==> config.mk <==
export PLATFORM = sky130hd
export DESIGN_NAME = bfc_flag_copy
export DESIGN_NICKNAME = d
export VERILOG_FILES = /design/src/rtl/bfc_pkg.sv /design/src/rtl/bfc_mirror.sv /design/src/rtl/bfc_ctrl_regs.sv /design/src/rtl/bfc_read_port.sv /design/src/rtl/bfc_flag_copy.sv
export SDC_FILE = /design/constraint.sdc
export NUM_CORES = 1
export LEC_CHECK = 0
export BUFFER_PORTS_ARGS = -buffer_cell sky130_fd_sc_hd__buf_2
export CAP_MARGIN = 30
export CORE_ASPECT_RATIO = 1.5
export CORE_MARGIN = 4
export CORE_UTILIZATION = 40
export CTS_BUF_LIST = sky130_fd_sc_hd__clkbuf_16
export DETAILED_ROUTE_END_ITERATION = 16
export PLACE_DENSITY = 0.89
export REMOVE_ABC_BUFFERS = 1
export SLEW_MARGIN = 20
export SYNTH_ARGS = -nofsm -noshare
export SYNTH_HDL_FRONTEND = slang
export SYNTH_SLANG_ARGS = --single-unit
export TNS_END_PERCENT = 5
==> constraint.sdc <==
create_clock -name clk -period 2.7 [get_ports clk]
set_clock_uncertainty 0.2 [all_clocks]
set_input_delay 0.405 -clock clk [delete_from_list [all_inputs] [get_ports clk]]
set_output_delay 0.405 -clock clk [all_outputs]
set_load 0.02 [all_outputs]
==> src/rtl/bfc_pkg.sv <==
package bfc_pkg;

  // Default geometry of the flag copy
  localparam int DEF_UNITS  = 2;
  localparam int DEF_LINES  = 8;
  localparam int DEF_PORTS  = 2;
  localparam int DEF_DATA_W = 64;

  // Outcome of one control-interface access
  typedef enum logic [1:0] {
    ACC_NONE   = 2'd0,
    ACC_READ   = 2'd1,
    ACC_WRITE  = 2'd2,
    ACC_REJECT = 2'd3
  } acc_kind_e;

endpackage

==> src/rtl/bfc_mirror.sv <==
module bfc_mirror #(
  parameter int FLAGS = 16,
  parameter int IDX_W = 4
) (
  input  logic             clk,
  input  logic             rst_n,
  input  logic             upd_en,
  input  logic [IDX_W-1:0] upd_idx,
  input  logic             upd_val,
  output logic [FLAGS-1:0] flags,
  output logic [FLAGS-1:0] upd_onehot
);

  // One-hot decode of the broadcast target
  function automatic logic [FLAGS-1:0] decode(input logic en, input logic [IDX_W-1:0] idx);
    logic [FLAGS-1:0] r;
    r = '0;
    for (int i = 0; i < FLAGS; i++) begin
      if (en && (idx == IDX_W'(i))) r[i] = 1'b1;
    end
    return r;
  endfunction

  always_comb upd_onehot = decode(upd_en, upd_idx);

  for (genvar g = 0; g < FLAGS; g++) begin : g_flag
    always_ff @(posedge clk) begin
      if (!rst_n)             flags[g] <= 1'b0;
      else if (upd_onehot[g]) flags[g] <= upd_val;
    end
  end

endmodule

==> src/rtl/bfc_ctrl_regs.sv <==
module bfc_ctrl_regs
  import bfc_pkg::*;
#(
  parameter int DATA_W    = 64,
  parameter int PORTS     = 2,
  parameter int ADDR_W    = 4,
  parameter int ADDR_LSB  = 3,
  parameter int VALID_POS = 63,
  parameter int SEL_W     = 4
) (
  input  logic                        clk,
  input  logic                        rst_n,
  input  logic                        req,
  input  logic                        wr,
  input  logic                        priv,
  input  logic [ADDR_W-1:0]           addr,
  input  logic [DATA_W-1:0]           wdata,
  output logic [DATA_W-1:0]           rdata,
  output logic                        err,
  output logic [PORTS-1:0]            valid_q,
  output logic [PORTS-1:0][SEL_W-1:0] sel_q,
  output acc_kind_e                   kind,
  output logic [PORTS-1:0]            wr_hit
);

  localparam int IDX_W = ADDR_W - ADDR_LSB;

  logic [IDX_W-1:0] reg_idx;
  logic             aligned;
  logic             in_range;
  logic             unused_wdata;

  function automatic logic is_aligned(input logic [ADDR_W-1:0] a);
    return a[ADDR_LSB-1:0] == '0;
  endfunction

  function automatic logic [DATA_W-1:0] pack_ctrl(input logic v, input logic [SEL_W-1:0] s);
    logic [DATA_W-1:0] w;
    w = '0;
    w[VALID_POS]   = v;
    w[SEL_W-1:0]   = s;
    return w;
  endfunction

  always_comb begin
    reg_idx  = addr[ADDR_W-1:ADDR_LSB];
    aligned  = is_aligned(addr);
    in_range = ({1'b0, reg_idx} < (IDX_W+1)'(PORTS));
    if (!req)                              kind = ACC_NONE;
    else if (!priv || !aligned || !in_range) kind = ACC_REJECT;
    else if (wr)                           kind = ACC_WRITE;
    else                                   kind = ACC_READ;
  end

  always_comb err = (kind == ACC_REJECT);

  always_comb begin
    rdata = '0;
    for (int p = 0; p < PORTS; p++) begin
      if (kind == ACC_READ && reg_idx == IDX_W'(p)) rdata = pack_ctrl(valid_q[p], sel_q[p]);
    end
  end

  // Bits outside the stored fields are dropped on purpose
  always_comb unused_wdata = ^wdata;

  for (genvar p = 0; p < PORTS; p++) begin : g_reg
    always_comb wr_hit[p] = (kind == ACC_WRITE) && (reg_idx == IDX_W'(p));
    always_ff @(posedge clk) begin
      if (!rst_n) begin
        valid_q[p] <= 1'b0;
        sel_q[p]   <= '0;
      end else if (wr_hit[p]) begin
        valid_q[p] <= wdata[VALID_POS];
        sel_q[p]   <= wdata[SEL_W-1:0];
      end
    end
  end

endmodule

==> src/rtl/bfc_read_port.sv <==
module bfc_read_port #(
  parameter int FLAGS = 16,
  parameter int SEL_W = 4
) (
  input  logic             valid,
  input  logic [SEL_W-1:0] sel,
  input  logic [FLAGS-1:0] flags,
  output logic             flag_o
);

  function automatic logic pick(input logic [FLAGS-1:0] f, input logic [SEL_W-1:0] s);
    logic r;
    r = 1'b0;
    for (int i = 0; i < FLAGS; i++) begin
      if (s == SEL_W'(i)) r = f[i];
    end
    return r;
  endfunction

  always_comb flag_o = valid ? pick(flags, sel) : 1'b0;

endmodule

==> src/rtl/bfc_flag_copy.sv <==
module bfc_flag_copy
  import bfc_pkg::*;
#(
  parameter int DATA_W     = DEF_DATA_W,
  parameter int PORTS      = DEF_PORTS,
  parameter int UNITS      = DEF_UNITS,
  parameter int LINES      = DEF_LINES,
  parameter int ADDR_W     = 4,
  parameter int REG_STRIDE = 8,
  parameter int VALID_POS  = 63,
  localparam int LINE_W    = $clog2(LINES),
  localparam int UNIT_W    = (UNITS > 1) ? $clog2(UNITS) : 1,
  localparam int FLAGS     = UNITS * LINES,
  localparam int SEL_W     = $clog2(FLAGS),
  localparam int ADDR_LSB  = $clog2(REG_STRIDE)
) (
  input  logic              clk,
  input  logic              rst_n,
  input  logic              bc_valid,
  input  logic [UNIT_W-1:0] bc_unit,
  input  logic [LINE_W-1:0] bc_line,
  input  logic              bc_value,
  input  logic              cfg_req,
  input  logic              cfg_write,
  input  logic              cfg_priv,
  input  logic [ADDR_W-1:0] cfg_addr,
  input  logic [DATA_W-1:0] cfg_wdata,
  output logic [DATA_W-1:0] cfg_rdata,
  output logic              cfg_err,
  output logic [PORTS-1:0]  app_flag
);

  // Flat flag number of a (unit, line) pair
  function automatic logic [SEL_W-1:0] flag_index(input logic [UNIT_W-1:0] u,
                                                  input logic [LINE_W-1:0] l);
    return SEL_W'(int'(u) * LINES + int'(l));
  endfunction

  logic [SEL_W-1:0]            bc_idx;
  logic [FLAGS-1:0]            flags_q;
  logic [FLAGS-1:0]            bc_onehot;
  logic [PORTS-1:0]            ctrl_valid;
  logic [PORTS-1:0][SEL_W-1:0] ctrl_sel;
  logic [PORTS-1:0]            ctrl_wr_hit;
  acc_kind_e                   acc_kind;

  always_comb bc_idx = flag_index(bc_unit, bc_line);

  bfc_mirror #(.FLAGS(FLAGS), .IDX_W(SEL_W)) u_mirror (
    .clk        (clk),
    .rst_n      (rst_n),
    .upd_en     (bc_valid),
    .upd_idx    (bc_idx),
    .upd_val    (bc_value),
    .flags      (flags_q),
    .upd_onehot (bc_onehot)
  );

  bfc_ctrl_regs #(
    .DATA_W    (DATA_W),
    .PORTS     (PORTS),
    .ADDR_W    (ADDR_W),
    .ADDR_LSB  (ADDR_LSB),
    .VALID_POS (VALID_POS),
    .SEL_W     (SEL_W)
  ) u_ctrl (
    .clk     (clk),
    .rst_n   (rst_n),
    .req     (cfg_req),
    .wr      (cfg_write),
    .priv    (cfg_priv),
    .addr    (cfg_addr),
    .wdata   (cfg_wdata),
    .rdata   (cfg_rdata),
    .err     (cfg_err),
    .valid_q (ctrl_valid),
    .sel_q   (ctrl_sel),
    .kind    (acc_kind),
    .wr_hit  (ctrl_wr_hit)
  );

  for (genvar p = 0; p < PORTS; p++) begin : g_port
    bfc_read_port #(.FLAGS(FLAGS), .SEL_W(SEL_W)) u_port (
      .valid  (ctrl_valid[p]),
      .sel    (ctrl_sel[p]),
      .flags  (flags_q),
      .flag_o (app_flag[p])
    );
  end

endmodule

==> metrics.md <==
| Metric | Value |
|---|---|
| RSZ-0062 raised after global routing | `false` |
| Total GRT Usage | `12.75%` |
| Design Power | `0.0008547 W` |
| Finish-stage setup viols | `0` |
| Cell Area, Synth | `2091 sq um` |
| CTS resizes | `0` |
| First-pass GRT wire length | `6.410 mm` |
| Commonest non-fill, non-tap cell in the layout | `conb_1` |
| Design Area, Final | `2095 sq um` |
| CP peak stage delay | `560 ps` |
| Die X | `67.03 microns` |
| Int Pwr | `0.0006136 W` |
| Logic pwr share | `16.6%` |
| CORE AREA | `5125 sq um` |
| Die Ht | `a little under 100 microns` |
| Detail Placement HPWL | `roughly 3.2 mm` |
| WP data arrival | `roughly 1900 ps` |
| Vias per cell | `approximately 4.8` |
| I/O Pins | `146` |
| Worst Reg-to-Reg Cells | `3` |
| CTS tree | `built` |
| Critical path type | `flop to output pin` |
| Final Critical Period | `roughly 2500 ps` |
| Die ar. | `6471 sq um` |
| Clock share of power | `37.7%` |
| Initial antenna violation count | `0` |
| Nets | `350` |
| Register share of total power | `45.7%` |
| Row cnt | `32` |
| Residual DRC count | `0` |
| Leakage | `~0.92 nW` |
| Switching part of the total power | `28.20%` |
| RePlAce Congestion | `between 0.9 and 1` |
| Num CTS Buffers | `3` |
| Fmax | `just under 400 MHz` |
| GR Overflow Total | `0` |
| Critical Path RT | `2100 ps` |
| Sequential area share after synthesis | `24.90%` |
| Synth Register Bits | `26` |
| Worst hold endpoint | `u_ctrl.sel_q[1]$_SDFFE_PN0P_` |
| Buffers & Inverters on Critical Path | `1` |
| Count of final hold-check violations | `0` |
| Synth Area per Inst | `slightly above 8 sq um` |
| Pins Over Slew Limit | `0` |
| CP max stage cell | `dfxtp_1` |
| Worst R2R Setup Slack | `1570 ps` |
| CTS Buffer Depth | `2` |
| H-tree levels | `1` |
| Crit Path Max Fanout | `10` |
| Clock Sinks | `26` |
| Startpoint types | `flop` |
| Worst skew pair latency | `260 ps` |
| Initial Util | `40.80%` |
| Antenna cells | `0` |
| Max cap viols | `0` |
| Worst min-delay path startpoint | `cfg_wdata[1]` |
| Syn. warnings | `0` |
| Pre-antenna DRT Iters | `4` |
| Worst hold path type | `primary input to flop` |
| Via count | `around 1,600` |
| Run status | `finished clean` |
| Vias in the first global route | `1,383` |
| Period utilization | `93.62%` |
| Post-route setup TNS | `0 ps` |
| Post-DP Area | `between 2000 and 2500 sq um` |
| Area grow syn2layout | `0.1796%` |
| WL/cell | `12.26 microns` |
| Power Density | `408.1 nW/um^2` |
| Most frequent cells in the layout | `59 x conb_1, 27 x buf_2, 26 x dfxtp_1` |
| Port Buffer Count | `27` |
| Hold depth | `3` |
| Post-Route WL | `4.131 mm` |
| CP top delay family | `flip-flops` |
| Largest net degree at the start of global routing | `27` |
| Root buf cell | `clkbuf_16` |
| Post-CTS setup buffer count | `0` |
| Post-Synthesis Cells | `252` |
| Peak VDD IR | `0.1556 mV` |
| Clk slew on worst S/H paths | `60 ps` |
| Share of layout cells above drive strength 1 | `15.24%` |
| Initial DRC count | `85` |
| Crit-path cells | `mux4_2 > o311ai_1 > o21ai_1 > buf_2` |
| Worst R2R End | `u_ctrl.sel_q[0]$_SDFFE_PN0P_` |
| Crit Reg-Reg Startpoint | `u_ctrl.sel_q[0]$_SDFFE_PN0P_` |
| Setup crit end kind | `output pin` |
| Fin Hold WS | `about 210 ps` |
| Hold-fix buffers, CTS | `0` |
| Synth unique cells | `37` |
| Switching Power | `0.0002411 W` |
| ANT nets after route | `0` |
[synth_stat cells (all sizes together)]
| cell type | count | share of area [%] |
|---|---|---|
| a2111oi | 1 | 0.48 |
| o21ai | 16 | 3.8 |
| clkbuf | 7 | 1.3 |
| o31a | 1 | 0.42 |
| a211o | 1 | 0.42 |
| o21a | 1 | 0.36 |
| nand3b | 5 | 1.8 |
| nor4b | 1 | 1.1 |
| nor2b | 19 | 5.7 |
| o22ai | 1 | 0.30 |
| a21o | 1 | 0.36 |
| dfxtp | 26 | 25 |
| nor3b | 3 | 1.3 |
| buf | 66 | 24 |
| a31oi | 1 | 0.30 |
| mux4 | 3 | 3.2 |
| mux2i | 22 | 11 |
| nand4 | 3 | 1.2 |
| and4bb | 1 | 0.60 |
| a21boi | 10 | 3.6 |
| nand3 | 7 | 1.7 |
| inv | 3 | 0.54 |
| nand2 | 18 | 3.2 |
| mux2 | 2 | 1.1 |
| nand4b | 1 | 0.72 |
| nor3 | 4 | 0.96 |
| conb | 1 | 0.18 |
| o311ai | 1 | 0.42 |
| a211oi | 1 | 0.36 |
| nor2 | 16 | 2.9 |
| nand2b | 5 | 1.5 |
| a21oi | 4 | 0.96 |
[worst register-to-register path, delay by kind of cell (launching register included)]
family	cells	cell delay, ps
buffers and inverters	1	210
DFF	1	430
muxes	1	90
and+or+nand+nor	1	140
[power groups by stage]
| stage | registers [W] | clock network, W | logic [W] |
|---|---|---|---|
| 3_5_place_dp | 0.000399 | 0 | 0.000139 |
| 2_1_floorplan | 0.000398 | 0 | 0.000102 |
| 5_1_grt | 0.000391 | 0.000344 | 0.000155 |
| 3_3_place_gp | 0.000399 | 0 | 0.000136 |
| 4_1_cts | 0.000391 | 0.000328 | 0.000139 |
| 6_report | 0.000391 | 0.000322 | 0.000142 |
[state kept, by name, summed over array words and instances (netlist names)]
signal	cells
u_ctrl.valid_q	2
u_mirror.flags	16
u_ctrl.sel_q	8
[cell families after synthesis]
group                  after synthesis  synth area share, %
buffers and inverters               76                25.61
other                                1               0.1794
AND/OR/NAND/NOR                     83                22.68
flip-flops                          26                24.90
AO/OA/AOI/OAI                       39                11.79
multiplexers                        27                14.84
[metal layers]
layer  share of wire [%]  up-vias  GRT usage [%]
li1                    -      769              -
met1                  37      749          14.19
met2                  51       80          23.05
met3                 9.9        7          2.431
met4                 2.1        0          5.584
met5                   0        -              0
[worst max-delay path by stage]
stage / from / to / depth (start not counted)
finish: u_ctrl.sel_q[1]$_SDFFE_PN0P_ / app_flag[0] / 4
floorplan: u_ctrl.sel_q[5]$_SDFFE_PN0P_ / app_flag[1] / 4
global route: u_ctrl.sel_q[1]$_SDFFE_PN0P_ / app_flag[0] / 4
detailed placement: u_ctrl.sel_q[1]$_SDFFE_PN0P_ / app_flag[0] / 4
CTS: u_ctrl.sel_q[1]$_SDFFE_PN0P_ / app_flag[0] / 4
global placement: u_ctrl.sel_q[1]$_SDFFE_PN0P_ / app_flag[0] / 4
[final cells by class]
class | instances | area, sq um
Fill cell | 516 | 3030
Multi-Input combinational cell | 208 | 1252
Sequential cell | 26 | 520.5
Timing Repair Buffer | 29 | 150.1
Tap cell | 68 | 85.08
Clock buffer | 3 | 75.07
Inverter | 3 | 11.26
[metrics by stage]
| step | setup WS (ps) | utilization, % | instances |
|---|---|---|---|
| 2_1_floorplan | 565.5 | - | 237 |
| 3_3_place_gp | 462.7 | 39.40 | 334 |
| 3_5_place_dp | 421.8 | 39.40 | 334 |
| 4_1_cts | 143.6 | 40.87 | 337 |
| 5_1_grt | 28.18 | 40.87 | 337 |
| 6_report | 172.2 | 40.87 | 337 |
(Power assumes the default switching activity.)
